<file path="src/rtl/txn_pkg.sv">
package txn_pkg;

  typedef enum logic [1:0] {
    K_READ  = 2'd0,
    K_RDEX  = 2'd1,
    K_UPGR  = 2'd2,
    K_WBACK = 2'd3
  } reqKind_e;

  typedef enum logic [1:0] {
    P_DATA   = 2'd0,
    P_SPEC   = 2'd1,
    P_NACK   = 2'd2,
    P_OWNACK = 2'd3
  } rplKind_e;

  // strobes from control to datapath
  typedef struct packed {
    logic allocEn;
    logic rplEn;
    logic ackEn;
    logic holdEn;
    logic passEn;
    logic dropEn;
    logic retireEn;
  } trkStrobe_t;

endpackage

</file>
<file path="src/rtl/txn_entry.sv">
module txn_entry
  import txn_pkg::*;
#(
  parameter int ADDR_W = 8,
  parameter int CNT_W  = 4,
  parameter int PRIO_W = 3
) (
  input  logic              clk,
  input  logic              rstN,
  input  logic              allocEn,
  input  logic              retireEn,
  input  logic              holdEn,
  input  logic              rplEn,
  input  logic              ackEn,
  input  rplKind_e          rplKind,
  input  logic [CNT_W-1:0]  rplCnt,
  input  logic [ADDR_W-1:0] reqAddr,
  input  reqKind_e          reqKind,
  output logic              validQ,
  output logic [ADDR_W-1:0] addrQ,
  output reqKind_e          kindQ,
  output logic [PRIO_W-1:0] prioQ,
  output logic              ovrQ,
  output logic              heldQ,
  output logic              ready
);
  localparam int BAL_W = CNT_W + 1;
  localparam logic [PRIO_W-1:0] PRIO_MAX = {PRIO_W{1'b1}};

  logic gotRplQ, gotSpecQ;
  logic signed [BAL_W-1:0] balQ, addV, subV;

  // early acks push the balance negative; the reply count restores it
  assign addV  = (rplEn && rplKind == P_DATA) ? $signed({1'b0, rplCnt}) : '0;
  assign subV  = ackEn ? $signed(BAL_W'(1)) : '0;
  assign ready = validQ && gotRplQ && (balQ == '0);

  always_ff @(posedge clk or negedge rstN) begin
    if (!rstN) begin
      validQ   <= 1'b0;
      addrQ    <= '0;
      kindQ    <= K_READ;
      prioQ    <= '0;
      ovrQ     <= 1'b0;
      heldQ    <= 1'b0;
      gotRplQ  <= 1'b0;
      gotSpecQ <= 1'b0;
      balQ     <= '0;
    end else if (allocEn) begin
      validQ   <= 1'b1;
      addrQ    <= reqAddr;
      kindQ    <= reqKind;
      prioQ    <= '0;
      ovrQ     <= 1'b0;
      heldQ    <= 1'b0;
      gotRplQ  <= 1'b0;
      gotSpecQ <= 1'b0;
      balQ     <= '0;
    end else begin
      if (retireEn) validQ <= 1'b0;
      if (holdEn)   heldQ  <= 1'b1;
      balQ <= balQ + addV - subV;
      if (rplEn) begin
        unique case (rplKind)
          P_DATA: begin
            gotRplQ <= 1'b1;
            ovrQ    <= gotSpecQ;
          end
          P_SPEC:   gotSpecQ <= 1'b1;
          P_OWNACK: if (gotSpecQ) gotRplQ <= 1'b1;
          P_NACK: begin
            if (kindQ == K_UPGR) kindQ <= K_RDEX;
            if (prioQ != PRIO_MAX) prioQ <= prioQ + 1'b1;
            gotSpecQ <= 1'b0;
          end
          default: ;
        endcase
      end
    end
  end
endmodule

</file>
<file path="src/rtl/txn_datapath.sv">
module txn_datapath
  import txn_pkg::*;
#(
  parameter int ENTRIES = 4,
  parameter int ADDR_W  = 8,
  parameter int CNT_W   = 4,
  parameter int PRIO_W  = 3,
  parameter int IDX_W   = 2
) (
  input  logic               clk,
  input  logic               rstN,
  input  trkStrobe_t         st,
  input  logic [IDX_W-1:0]   allocIdx,
  input  logic [IDX_W-1:0]   rplIdx,
  input  logic [IDX_W-1:0]   ackIdx,
  input  logic [IDX_W-1:0]   ivnIdx,
  input  logic [IDX_W-1:0]   retireIdx,
  input  logic [ADDR_W-1:0]  reqAddr,
  input  logic [1:0]         reqKind,
  input  logic [ADDR_W-1:0]  rplAddr,
  input  logic [1:0]         rplKind,
  input  logic [CNT_W-1:0]   rplAckCnt,
  input  logic [ADDR_W-1:0]  ackAddr,
  input  logic [ADDR_W-1:0]  ivnAddr,
  output logic [ENTRIES-1:0] validVec,
  output logic [ENTRIES-1:0] readyVec,
  output logic [ENTRIES-1:0] writeVec,
  output logic [ENTRIES-1:0] wbVec,
  output logic [ENTRIES-1:0] reqHitVec,
  output logic [ENTRIES-1:0] rplHitVec,
  output logic [ENTRIES-1:0] ackHitVec,
  output logic [ENTRIES-1:0] ivnHitVec,
  output logic               doneValid,
  output logic [ADDR_W-1:0]  doneAddr,
  output logic               doneOverride,
  output logic               doneIvn,
  output logic               retryValid,
  output logic [ADDR_W-1:0]  retryAddr,
  output logic [1:0]         retryKind,
  output logic [PRIO_W-1:0]  retryPrio,
  output logic               ivnFwdValid,
  output logic [ADDR_W-1:0]  ivnFwdAddr,
  output logic               ivnDropValid
);
  localparam logic [PRIO_W-1:0] PRIO_MAX = {PRIO_W{1'b1}};

  logic [ENTRIES-1:0][ADDR_W-1:0] addrArr;
  logic [ENTRIES-1:0][PRIO_W-1:0] prioArr;
  reqKind_e                       kindArr [ENTRIES];
  logic [ENTRIES-1:0]             ovrVec, heldVec;
  rplKind_e                       rplKindE;

  assign rplKindE = rplKind_e'(rplKind);

  for (genvar i = 0; i < ENTRIES; i++) begin : gEntry
    txn_entry #(.ADDR_W(ADDR_W), .CNT_W(CNT_W), .PRIO_W(PRIO_W)) entry_i (
      .clk      (clk),
      .rstN     (rstN),
      .allocEn  (st.allocEn  && allocIdx  == IDX_W'(i)),
      .retireEn (st.retireEn && retireIdx == IDX_W'(i)),
      .holdEn   (st.holdEn   && ivnIdx    == IDX_W'(i)),
      .rplEn    (st.rplEn    && rplIdx    == IDX_W'(i)),
      .ackEn    (st.ackEn    && ackIdx    == IDX_W'(i)),
      .rplKind  (rplKindE),
      .rplCnt   (rplAckCnt),
      .reqAddr  (reqAddr),
      .reqKind  (reqKind_e'(reqKind)),
      .validQ   (validVec[i]),
      .addrQ    (addrArr[i]),
      .kindQ    (kindArr[i]),
      .prioQ    (prioArr[i]),
      .ovrQ     (ovrVec[i]),
      .heldQ    (heldVec[i]),
      .ready    (readyVec[i])
    );
    // address compare front end
    assign reqHitVec[i] = validVec[i] && addrArr[i] == reqAddr;
    assign rplHitVec[i] = validVec[i] && addrArr[i] == rplAddr;
    assign ackHitVec[i] = validVec[i] && addrArr[i] == ackAddr;
    assign ivnHitVec[i] = validVec[i] && addrArr[i] == ivnAddr;
    assign writeVec[i]  = validVec[i] && (kindArr[i] == K_RDEX || kindArr[i] == K_UPGR);
    assign wbVec[i]     = validVec[i] && kindArr[i] == K_WBACK;
  end

  logic     nackNow;
  reqKind_e nackKind;
  assign nackNow  = st.rplEn && rplKindE == P_NACK;
  assign nackKind = (kindArr[rplIdx] == K_UPGR) ? K_RDEX : kindArr[rplIdx];

  always_ff @(posedge clk or negedge rstN) begin
    if (!rstN) begin
      doneValid    <= 1'b0;
      doneAddr     <= '0;
      doneOverride <= 1'b0;
      doneIvn      <= 1'b0;
      retryValid   <= 1'b0;
      retryAddr    <= '0;
      retryKind    <= '0;
      retryPrio    <= '0;
      ivnFwdValid  <= 1'b0;
      ivnFwdAddr   <= '0;
      ivnDropValid <= 1'b0;
    end else begin
      doneValid    <= st.retireEn;
      ivnFwdValid  <= st.passEn;
      ivnDropValid <= st.dropEn;
      retryValid   <= nackNow;
      if (st.retireEn) begin
        doneAddr     <= addrArr[retireIdx];
        doneOverride <= ovrVec[retireIdx];
        doneIvn      <= heldVec[retireIdx];
      end
      if (st.passEn) ivnFwdAddr <= ivnAddr;
      if (nackNow) begin
        retryAddr <= addrArr[rplIdx];
        retryKind <= nackKind;
        retryPrio <= (prioArr[rplIdx] == PRIO_MAX) ? PRIO_MAX : prioArr[rplIdx] + 1'b1;
      end
    end
  end
endmodule

</file>
<file path="src/rtl/txn_control.sv">
module txn_control
  import txn_pkg::*;
#(
  parameter int ENTRIES = 4,
  parameter int IDX_W   = 2
) (
  input  logic               reqValid,
  input  logic               rplValid,
  input  logic               ackValid,
  input  logic               ivnValid,
  input  logic [ENTRIES-1:0] validVec,
  input  logic [ENTRIES-1:0] readyVec,
  input  logic [ENTRIES-1:0] writeVec,
  input  logic [ENTRIES-1:0] wbVec,
  input  logic [ENTRIES-1:0] reqHitVec,
  input  logic [ENTRIES-1:0] rplHitVec,
  input  logic [ENTRIES-1:0] ackHitVec,
  input  logic [ENTRIES-1:0] ivnHitVec,
  output trkStrobe_t         st,
  output logic [IDX_W-1:0]   allocIdx,
  output logic [IDX_W-1:0]   rplIdx,
  output logic [IDX_W-1:0]   ackIdx,
  output logic [IDX_W-1:0]   ivnIdx,
  output logic [IDX_W-1:0]   retireIdx,
  output logic               reqBusy
);
  logic tableFull, retiringHit, ivnOnWrite, ivnOnWb;

  // lowest-index encoders (free slot, hit slots, ready slot)
  always_comb begin
    allocIdx  = '0;
    rplIdx    = '0;
    ackIdx    = '0;
    ivnIdx    = '0;
    retireIdx = '0;
    for (int i = ENTRIES - 1; i >= 0; i--) begin
      if (!validVec[i]) allocIdx  = IDX_W'(i);
      if (rplHitVec[i]) rplIdx    = IDX_W'(i);
      if (ackHitVec[i]) ackIdx    = IDX_W'(i);
      if (ivnHitVec[i]) ivnIdx    = IDX_W'(i);
      if (readyVec[i])  retireIdx = IDX_W'(i);
    end
  end

  assign tableFull   = &validVec;
  assign reqBusy     = tableFull || (|reqHitVec);
  assign ivnOnWrite  = |(ivnHitVec & writeVec);
  assign ivnOnWb     = |(ivnHitVec & wbVec);
  // an intervention on an entry that closes this cycle is serviced at once
  assign retiringHit = st.retireEn && ivnHitVec[retireIdx];

  always_comb begin
    st          = '0;
    st.allocEn  = reqValid && !reqBusy;
    st.rplEn    = rplValid && (|rplHitVec);
    st.ackEn    = ackValid && (|ackHitVec);
    st.retireEn = |readyVec;
    st.dropEn   = ivnValid && ivnOnWb;
    st.holdEn   = ivnValid && ivnOnWrite && !retiringHit;
    st.passEn   = ivnValid && !ivnOnWb && !(ivnOnWrite && !retiringHit);
  end
endmodule

</file>
<file path="src/rtl/txn_tracker.sv">
module txn_tracker
  import txn_pkg::*;
#(
  parameter int ENTRIES = 4,
  parameter int ADDR_W  = 8,
  parameter int CNT_W   = 4,
  parameter int PRIO_W  = 3
) (
  input  logic              clk,
  input  logic              rstN,
  input  logic              reqValid,
  input  logic [ADDR_W-1:0] reqAddr,
  input  logic [1:0]        reqKind,
  output logic              reqBusy,
  input  logic              rplValid,
  input  logic [ADDR_W-1:0] rplAddr,
  input  logic [1:0]        rplKind,
  input  logic [CNT_W-1:0]  rplAckCnt,
  input  logic              ackValid,
  input  logic [ADDR_W-1:0] ackAddr,
  input  logic              ivnValid,
  input  logic [ADDR_W-1:0] ivnAddr,
  output logic              doneValid,
  output logic [ADDR_W-1:0] doneAddr,
  output logic              doneOverride,
  output logic              doneIvn,
  output logic              retryValid,
  output logic [ADDR_W-1:0] retryAddr,
  output logic [1:0]        retryKind,
  output logic [PRIO_W-1:0] retryPrio,
  output logic              ivnFwdValid,
  output logic [ADDR_W-1:0] ivnFwdAddr,
  output logic              ivnDropValid
);
  localparam int IDX_W = (ENTRIES > 1) ? $clog2(ENTRIES) : 1;

  trkStrobe_t         st;
  logic [IDX_W-1:0]   allocIdx, rplIdx, ackIdx, ivnIdx, retireIdx;
  logic [ENTRIES-1:0] validVec, readyVec, writeVec, wbVec;
  logic [ENTRIES-1:0] reqHitVec, rplHitVec, ackHitVec, ivnHitVec;

  txn_control #(.ENTRIES(ENTRIES), .IDX_W(IDX_W)) ctrl_i (
    .reqValid  (reqValid),
    .rplValid  (rplValid),
    .ackValid  (ackValid),
    .ivnValid  (ivnValid),
    .validVec  (validVec),
    .readyVec  (readyVec),
    .writeVec  (writeVec),
    .wbVec     (wbVec),
    .reqHitVec (reqHitVec),
    .rplHitVec (rplHitVec),
    .ackHitVec (ackHitVec),
    .ivnHitVec (ivnHitVec),
    .st        (st),
    .allocIdx  (allocIdx),
    .rplIdx    (rplIdx),
    .ackIdx    (ackIdx),
    .ivnIdx    (ivnIdx),
    .retireIdx (retireIdx),
    .reqBusy   (reqBusy)
  );

  txn_datapath #(
    .ENTRIES(ENTRIES), .ADDR_W(ADDR_W), .CNT_W(CNT_W), .PRIO_W(PRIO_W), .IDX_W(IDX_W)
  ) dp_i (
    .clk          (clk),
    .rstN         (rstN),
    .st           (st),
    .allocIdx     (allocIdx),
    .rplIdx       (rplIdx),
    .ackIdx       (ackIdx),
    .ivnIdx       (ivnIdx),
    .retireIdx    (retireIdx),
    .reqAddr      (reqAddr),
    .reqKind      (reqKind),
    .rplAddr      (rplAddr),
    .rplKind      (rplKind),
    .rplAckCnt    (rplAckCnt),
    .ackAddr      (ackAddr),
    .ivnAddr      (ivnAddr),
    .validVec     (validVec),
    .readyVec     (readyVec),
    .writeVec     (writeVec),
    .wbVec        (wbVec),
    .reqHitVec    (reqHitVec),
    .rplHitVec    (rplHitVec),
    .ackHitVec    (ackHitVec),
    .ivnHitVec    (ivnHitVec),
    .doneValid    (doneValid),
    .doneAddr     (doneAddr),
    .doneOverride (doneOverride),
    .doneIvn      (doneIvn),
    .retryValid   (retryValid),
    .retryAddr    (retryAddr),
    .retryKind    (retryKind),
    .retryPrio    (retryPrio),
    .ivnFwdValid  (ivnFwdValid),
    .ivnFwdAddr   (ivnFwdAddr),
    .ivnDropValid (ivnDropValid)
  );
endmodule

</file>
<file path="config.mk">
export PLATFORM = sky130hd
export DESIGN_NAME = txn_tracker
export DESIGN_NICKNAME = d
export VERILOG_FILES = /design/src/rtl/txn_pkg.sv /design/src/rtl/txn_entry.sv /design/src/rtl/txn_datapath.sv /design/src/rtl/txn_control.sv /design/src/rtl/txn_tracker.sv
export SDC_FILE = /design/constraint.sdc
export NUM_CORES = 1
export LEC_CHECK = 0
export ABC_AREA = 1
export ABC_CLOCK_PERIOD_IN_PS = 4500
export BUFFER_PORTS_ARGS = -buffer_cell sky130_fd_sc_hd__buf_2
export CAP_MARGIN = 40
export CORE_MARGIN = 4
export CORE_UTILIZATION = 35
export CTS_CLUSTER_SIZE = 28
export DETAILED_ROUTE_END_ITERATION = 10
export SYNTH_ARGS = -nofsm -noshare
export SYNTH_HDL_FRONTEND = slang
export SYNTH_SLANG_ARGS = --single-unit
</file>
<file path="constraint.sdc">
create_clock -name clk -period 4.5 [get_ports clk]
set_clock_uncertainty 0.15 [all_clocks]
set_input_delay 0.225 -clock clk [delete_from_list [all_inputs] [get_ports clk]]
set_output_delay 0.225 -clock clk [all_outputs]
set_load 0.02 [all_outputs]
</file>
==> run_results.csv <==
group,metric,value,unit
status,run_status,"finished, final reports clean",
logic_synthesis,postSynth.asyncResetShare,1.00,
clock_tree,ctsLongestPathBuffers,2,
critical_path,cp.arrival,4.31,ns
flow_run,max_cap_viol_count,0,
power_and_ir_drop,power.ir.vdd_worst,0.000285,V
global_routing,grt_antenna_before_repair,0,
clock_tree,cts_setup_buffers,0,
power_and_ir_drop,share_clk_of_total_power,0.248,
floorplanning,start_util,0.356,
floorplanning,fp.dieW,173,um
logic_synthesis,netlist_top_cells_count,"sky130_fd_sc_hd__nand2_1, sky130_fd_sc_hd__inv_1, sky130_fd_sc_hd__dfrtp_1",
drt,highest-signal-layer,"met4",
clock_tree,clock_tree.htree_level_count,4,
floorplanning,die_area,0.0300,mm^2
drt,route.layer.met1.wl,16.2,mm
clock_tree,cts.reportedPaths.clkPinSlew,0.06,ns
logic_synthesis,postSynthCellCount,1394,
clock_tree,cts_sinks,127,
logic_synthesis,yosys_warnings,0,
global_routing,wire_length_of_the_first_global_routing_pass,55.8,mm
drt,antenna_left,0,
floorplanning,rows,60,
drt,wirelength,36.1,mm
timing,timing.final.crit_period,4.08,ns
floorplanning,design.core.area,0.0269,mm^2
power_and_ir_drop,power.share.combinational,0.443,
logic_synthesis,share_of_the_yosys_chip_area_belonging_to_registers,0.333,
clock_tree,holdBufCountCts,10,
timing,tightestPinTransition,0.798,ns
power_and_ir_drop,power_leakage,5.87,nW
power_and_ir_drop,seq_power_share,0.308,
place,place.port_buffers,81,
power_and_ir_drop,netSwitchingFraction,0.439,
critical_path,biggest_fanout_along_the_worst_timing_path,9,
critical_path,setup.worst_path.class,"reg2reg",
clock_tree,clock_tree.root_cell,"sky130_fd_sc_hd__clkbuf_16",
power_and_ir_drop,p_sw,0.00273,W
timing,timing.final.crit_share,0.908,
power_and_ir_drop,p_per_area,559,mW/mm^2
timing,tns,0,ns
timing,fmax,245,MHz
place,place_hpwl,28.1,mm
logic_synthesis,postSynthRegisterBits,127,
drt,detail_route.iter0.violations,1018,
logic_synthesis,synthMostInstantiatedCell,"sky130_fd_sc_hd__nand2_1",
logic_synthesis,synth.area.top_cells,"sky130_fd_sc_hd__dfrtp_1, sky130_fd_sc_hd__nand2_1, sky130_fd_sc_hd__inv_1",
hold_path,hold_class,"in2reg",
cells_and_area,synthToLayoutAreaGrowth,16.3,%
logic_synthesis,synth_enable_flop_cells,0,
timing,unrepaired_setup_endpoints_after_global_routing,"false",
logic_synthesis,post_synthesis_area_per_instance,6.85,um^2
logic_synthesis,synth.distinct_cells,52,
logic_synthesis,synth_nets,1493,
logic_synthesis,largest_area_contributor_in_the_synthesized_netlist,"sky130_fd_sc_hd__dfrtp_1",
timing,timing.final.setup_violations,0,
drt,met2_wirelength,15.8,mm
floorplanning,io-pin-count,82,
critical_path,worstSetupStartpointType,"flop",
global_routing,largest_net_degree_at_the_start_of_global_routing,90,
drt,route.met3.wl,3.05,mm
critical_path,reg2reg_slack,0.42,ns
cells_and_area,nets,1578,
clock_tree,worstSkewPairLatency,0.43,ns
clock_tree,tritoncts,"done",
cells_and_area,n_antenna_cell,0,
logic_synthesis,synth_top_flop_cell,"sky130_fd_sc_hd__dfrtp_1",
place,routabilityCongestion,1.06,
clock_tree,post_cts.resized_instances,0,
power_and_ir_drop,power_total,0.00621,W
critical_path,worstSetupEndpointType,"flop",
drt,routed_wire_length_per_instance,19.7,um
drt,vias_per_cell,5.31,
timing,final_hold_viol_count,0,
floorplanning,dieHeight,173,um
global_routing,gr-usage-all-layers,0.238,
global_routing,global_route.overflow_total,0,
drt,detailedRoute.firstPassIterationCount,5,
logic_synthesis,synth.top_cell.area_share,0.333,
cells_and_area,post_route_cells_drive_above_1_share,0.142,
power_and_ir_drop,cell_internal_pwr,0.00348,W
critical_path,critPathRequiredTime,4.72,ns
global_routing,number_of_global_route_vias_before_repair,9362,
drt,route.detailed.drc,0,
timing,timing.final.max_slew_violations,0,
logic_synthesis,post_synth_instance_area,0.00956,mm^2
drt,num_vias,9739,
clock_tree,number_of_buffers_created_by_cts,17,
timing,slew-limit-headroom,0.464,
-- cell usage in the layout, fill, tap and decap left out, types with 5 or more instances in the layout --
| master | netlist | final |
|---|---|---|
| sky130_fd_sc_hd__inv_2 | 33 | 33 |
| sky130_fd_sc_hd__buf_4 | 4 | 29 |
| sky130_fd_sc_hd__or2_1 | 6 | 6 |
| sky130_fd_sc_hd__o21ai_1 | 31 | 31 |
| sky130_fd_sc_hd__a41oi_1 | 7 | 7 |
| sky130_fd_sc_hd__a21boi_1 | 5 | 5 |
| sky130_fd_sc_hd__nor2_4 | 5 | 5 |
| sky130_fd_sc_hd__ha_1 | 49 | 49 |
| sky130_fd_sc_hd__nand3b_1 | 9 | 9 |
| sky130_fd_sc_hd__clkbuf_16 | 0 | 17 |
| sky130_fd_sc_hd__xnor2_1 | 29 | 29 |
| sky130_fd_sc_hd__o211ai_1 | 10 | 10 |
| sky130_fd_sc_hd__inv_1 | 181 | 181 |
| sky130_fd_sc_hd__o21ai_0 | 42 | 42 |
| sky130_fd_sc_hd__o2111ai_1 | 6 | 6 |
| sky130_fd_sc_hd__dlygate4sd3_1 | 0 | 10 |
| sky130_fd_sc_hd__nand2_1 | 403 | 403 |
| sky130_fd_sc_hd__or2_2 | 5 | 5 |
| sky130_fd_sc_hd__a221oi_1 | 5 | 5 |
| sky130_fd_sc_hd__nand2_2 | 8 | 8 |
| sky130_fd_sc_hd__nand3_1 | 90 | 90 |
| sky130_fd_sc_hd__o22ai_1 | 21 | 21 |
| sky130_fd_sc_hd__buf_2 | 40 | 80 |
| sky130_fd_sc_hd__nor2_1 | 117 | 117 |
| sky130_fd_sc_hd__nor2_2 | 7 | 7 |
| sky130_fd_sc_hd__nor3_1 | 17 | 17 |
| sky130_fd_sc_hd__dfrtp_1 | 127 | 127 |
| sky130_fd_sc_hd__xor2_1 | 14 | 14 |
| sky130_fd_sc_hd__a21oi_1 | 49 | 49 |
| sky130_fd_sc_hd__nand4_1 | 22 | 22 |
-- critical path, cell delays in order (launching register included) --
cell and delay [ns]:
sky130_fd_sc_hd__dfrtp_1 0.65, sky130_fd_sc_hd__clkinv_1 0.21, sky130_fd_sc_hd__nand2_1 0.14, sky130_fd_sc_hd__nand2_1 0.08, sky130_fd_sc_hd__nor2_1 0.19, sky130_fd_sc_hd__nand3b_1 0.12
sky130_fd_sc_hd__nor2_2 0.17, sky130_fd_sc_hd__nand3_1 0.25, sky130_fd_sc_hd__nor2_1 0.52, sky130_fd_sc_hd__nand2_1 0.14, sky130_fd_sc_hd__ha_1 0.31, sky130_fd_sc_hd__inv_1 0.06
sky130_fd_sc_hd__ha_1 0.15, sky130_fd_sc_hd__inv_1 0.05, sky130_fd_sc_hd__fa_1 0.37, sky130_fd_sc_hd__inv_1 0.08, sky130_fd_sc_hd__nand3_1 0.06, sky130_fd_sc_hd__nand2_1 0.10
sky130_fd_sc_hd__xnor2_1 0.12, sky130_fd_sc_hd__nand2_1 0.06, sky130_fd_sc_hd__inv_1 0.05
-- per-stage QoR --
step,utilization,area [um^2],worst slack (ns),hold slack (ns),std cells
floorplan,-,9560,1.29,-0.221,1394
global placement,0.384,10300,0.526,0.229,1788
detailed placement,0.386,10400,0.491,-0.120,1791
CTS,0.413,11100,0.459,0.00241,1833
global route,0.413,11100,0.125,0.0200,1833
finish,0.413,11100,0.416,0.0194,1833
-- layout make-up --
type                    instances  area (um^2)
repair buffers                123          779
clock inverters                12          181
clock buffers                  20          457
inverters                     218          821
flip-flops and latches        127         3180
fillers                      2859        15800
multi-input cells             992         5270
well taps                     341          427
-- per-layer routing --
metal,up-vias,track usage
met5,-,0
li1,4628,-
met3,71,0.0495
met4,0,0.0795
met1,4566,0.337
met2,474,0.366
-- worst paths after layout --
check                                                   to                             from  depth (start not counted)
hold / removal                          dp_i.ivnFwdAddr[6]                       ivnAddr[6]                          3
setup / recovery            dp_i.gEntry[1].entry_i.balQ[4]  dp_i.gEntry[1].entry_i.addrQ[0]                         20
min in group asynchronous  dp_i.gEntry[0].entry_i.addrQ[4]                             rstN                          3
max in group asynchronous  dp_i.gEntry[0].entry_i.addrQ[2]                             rstN                          3
hold reg to reg                         dp_i.ivnFwdAddr[2]               dp_i.ivnFwdAddr[2]                          2
setup reg to reg            dp_i.gEntry[1].entry_i.balQ[4]  dp_i.gEntry[1].entry_i.addrQ[0]                         20
-- flip-flops by register name, summed over array words and instances (netlist names), 8 cells and up --
register,flops
dp_i.retryAddr,8
dp_i.gEntry.entry_i.balQ,20
dp_i.gEntry.entry_i.kindQ,8
dp_i.doneAddr,8
dp_i.ivnFwdAddr,8
dp_i.gEntry.entry_i.addrQ,32
dp_i.gEntry.entry_i.prioQ,12
-- power groups by stage --
stage | Clock [W] | Combinational [W] | Sequential (W)
after floorplan | 0 | 0.00194 | 0.00174
after global placement | 0 | 0.00266 | 0.00191
after detailed placement | 0 | 0.00269 | 0.00192
after CTS | 0.00156 | 0.00272 | 0.00190
after global routing | 0.00162 | 0.00309 | 0.00195
final | 0.00154 | 0.00275 | 0.00191
-- logic make-up (layout without fill, tap and decap cells) --
kind of cell,after synthesis,after routing,synth area share
AOI/OAI and AO/OA,198,198,0.127
xor gates and xnor gates,43,43,0.0394
adders and majority gates,53,53,0.0725
buffers and inverters,275,373,0.116
DFF,127,127,0.333
and+or+nand+nor,698,698,0.312
Power figures use the tool's default switching activity.
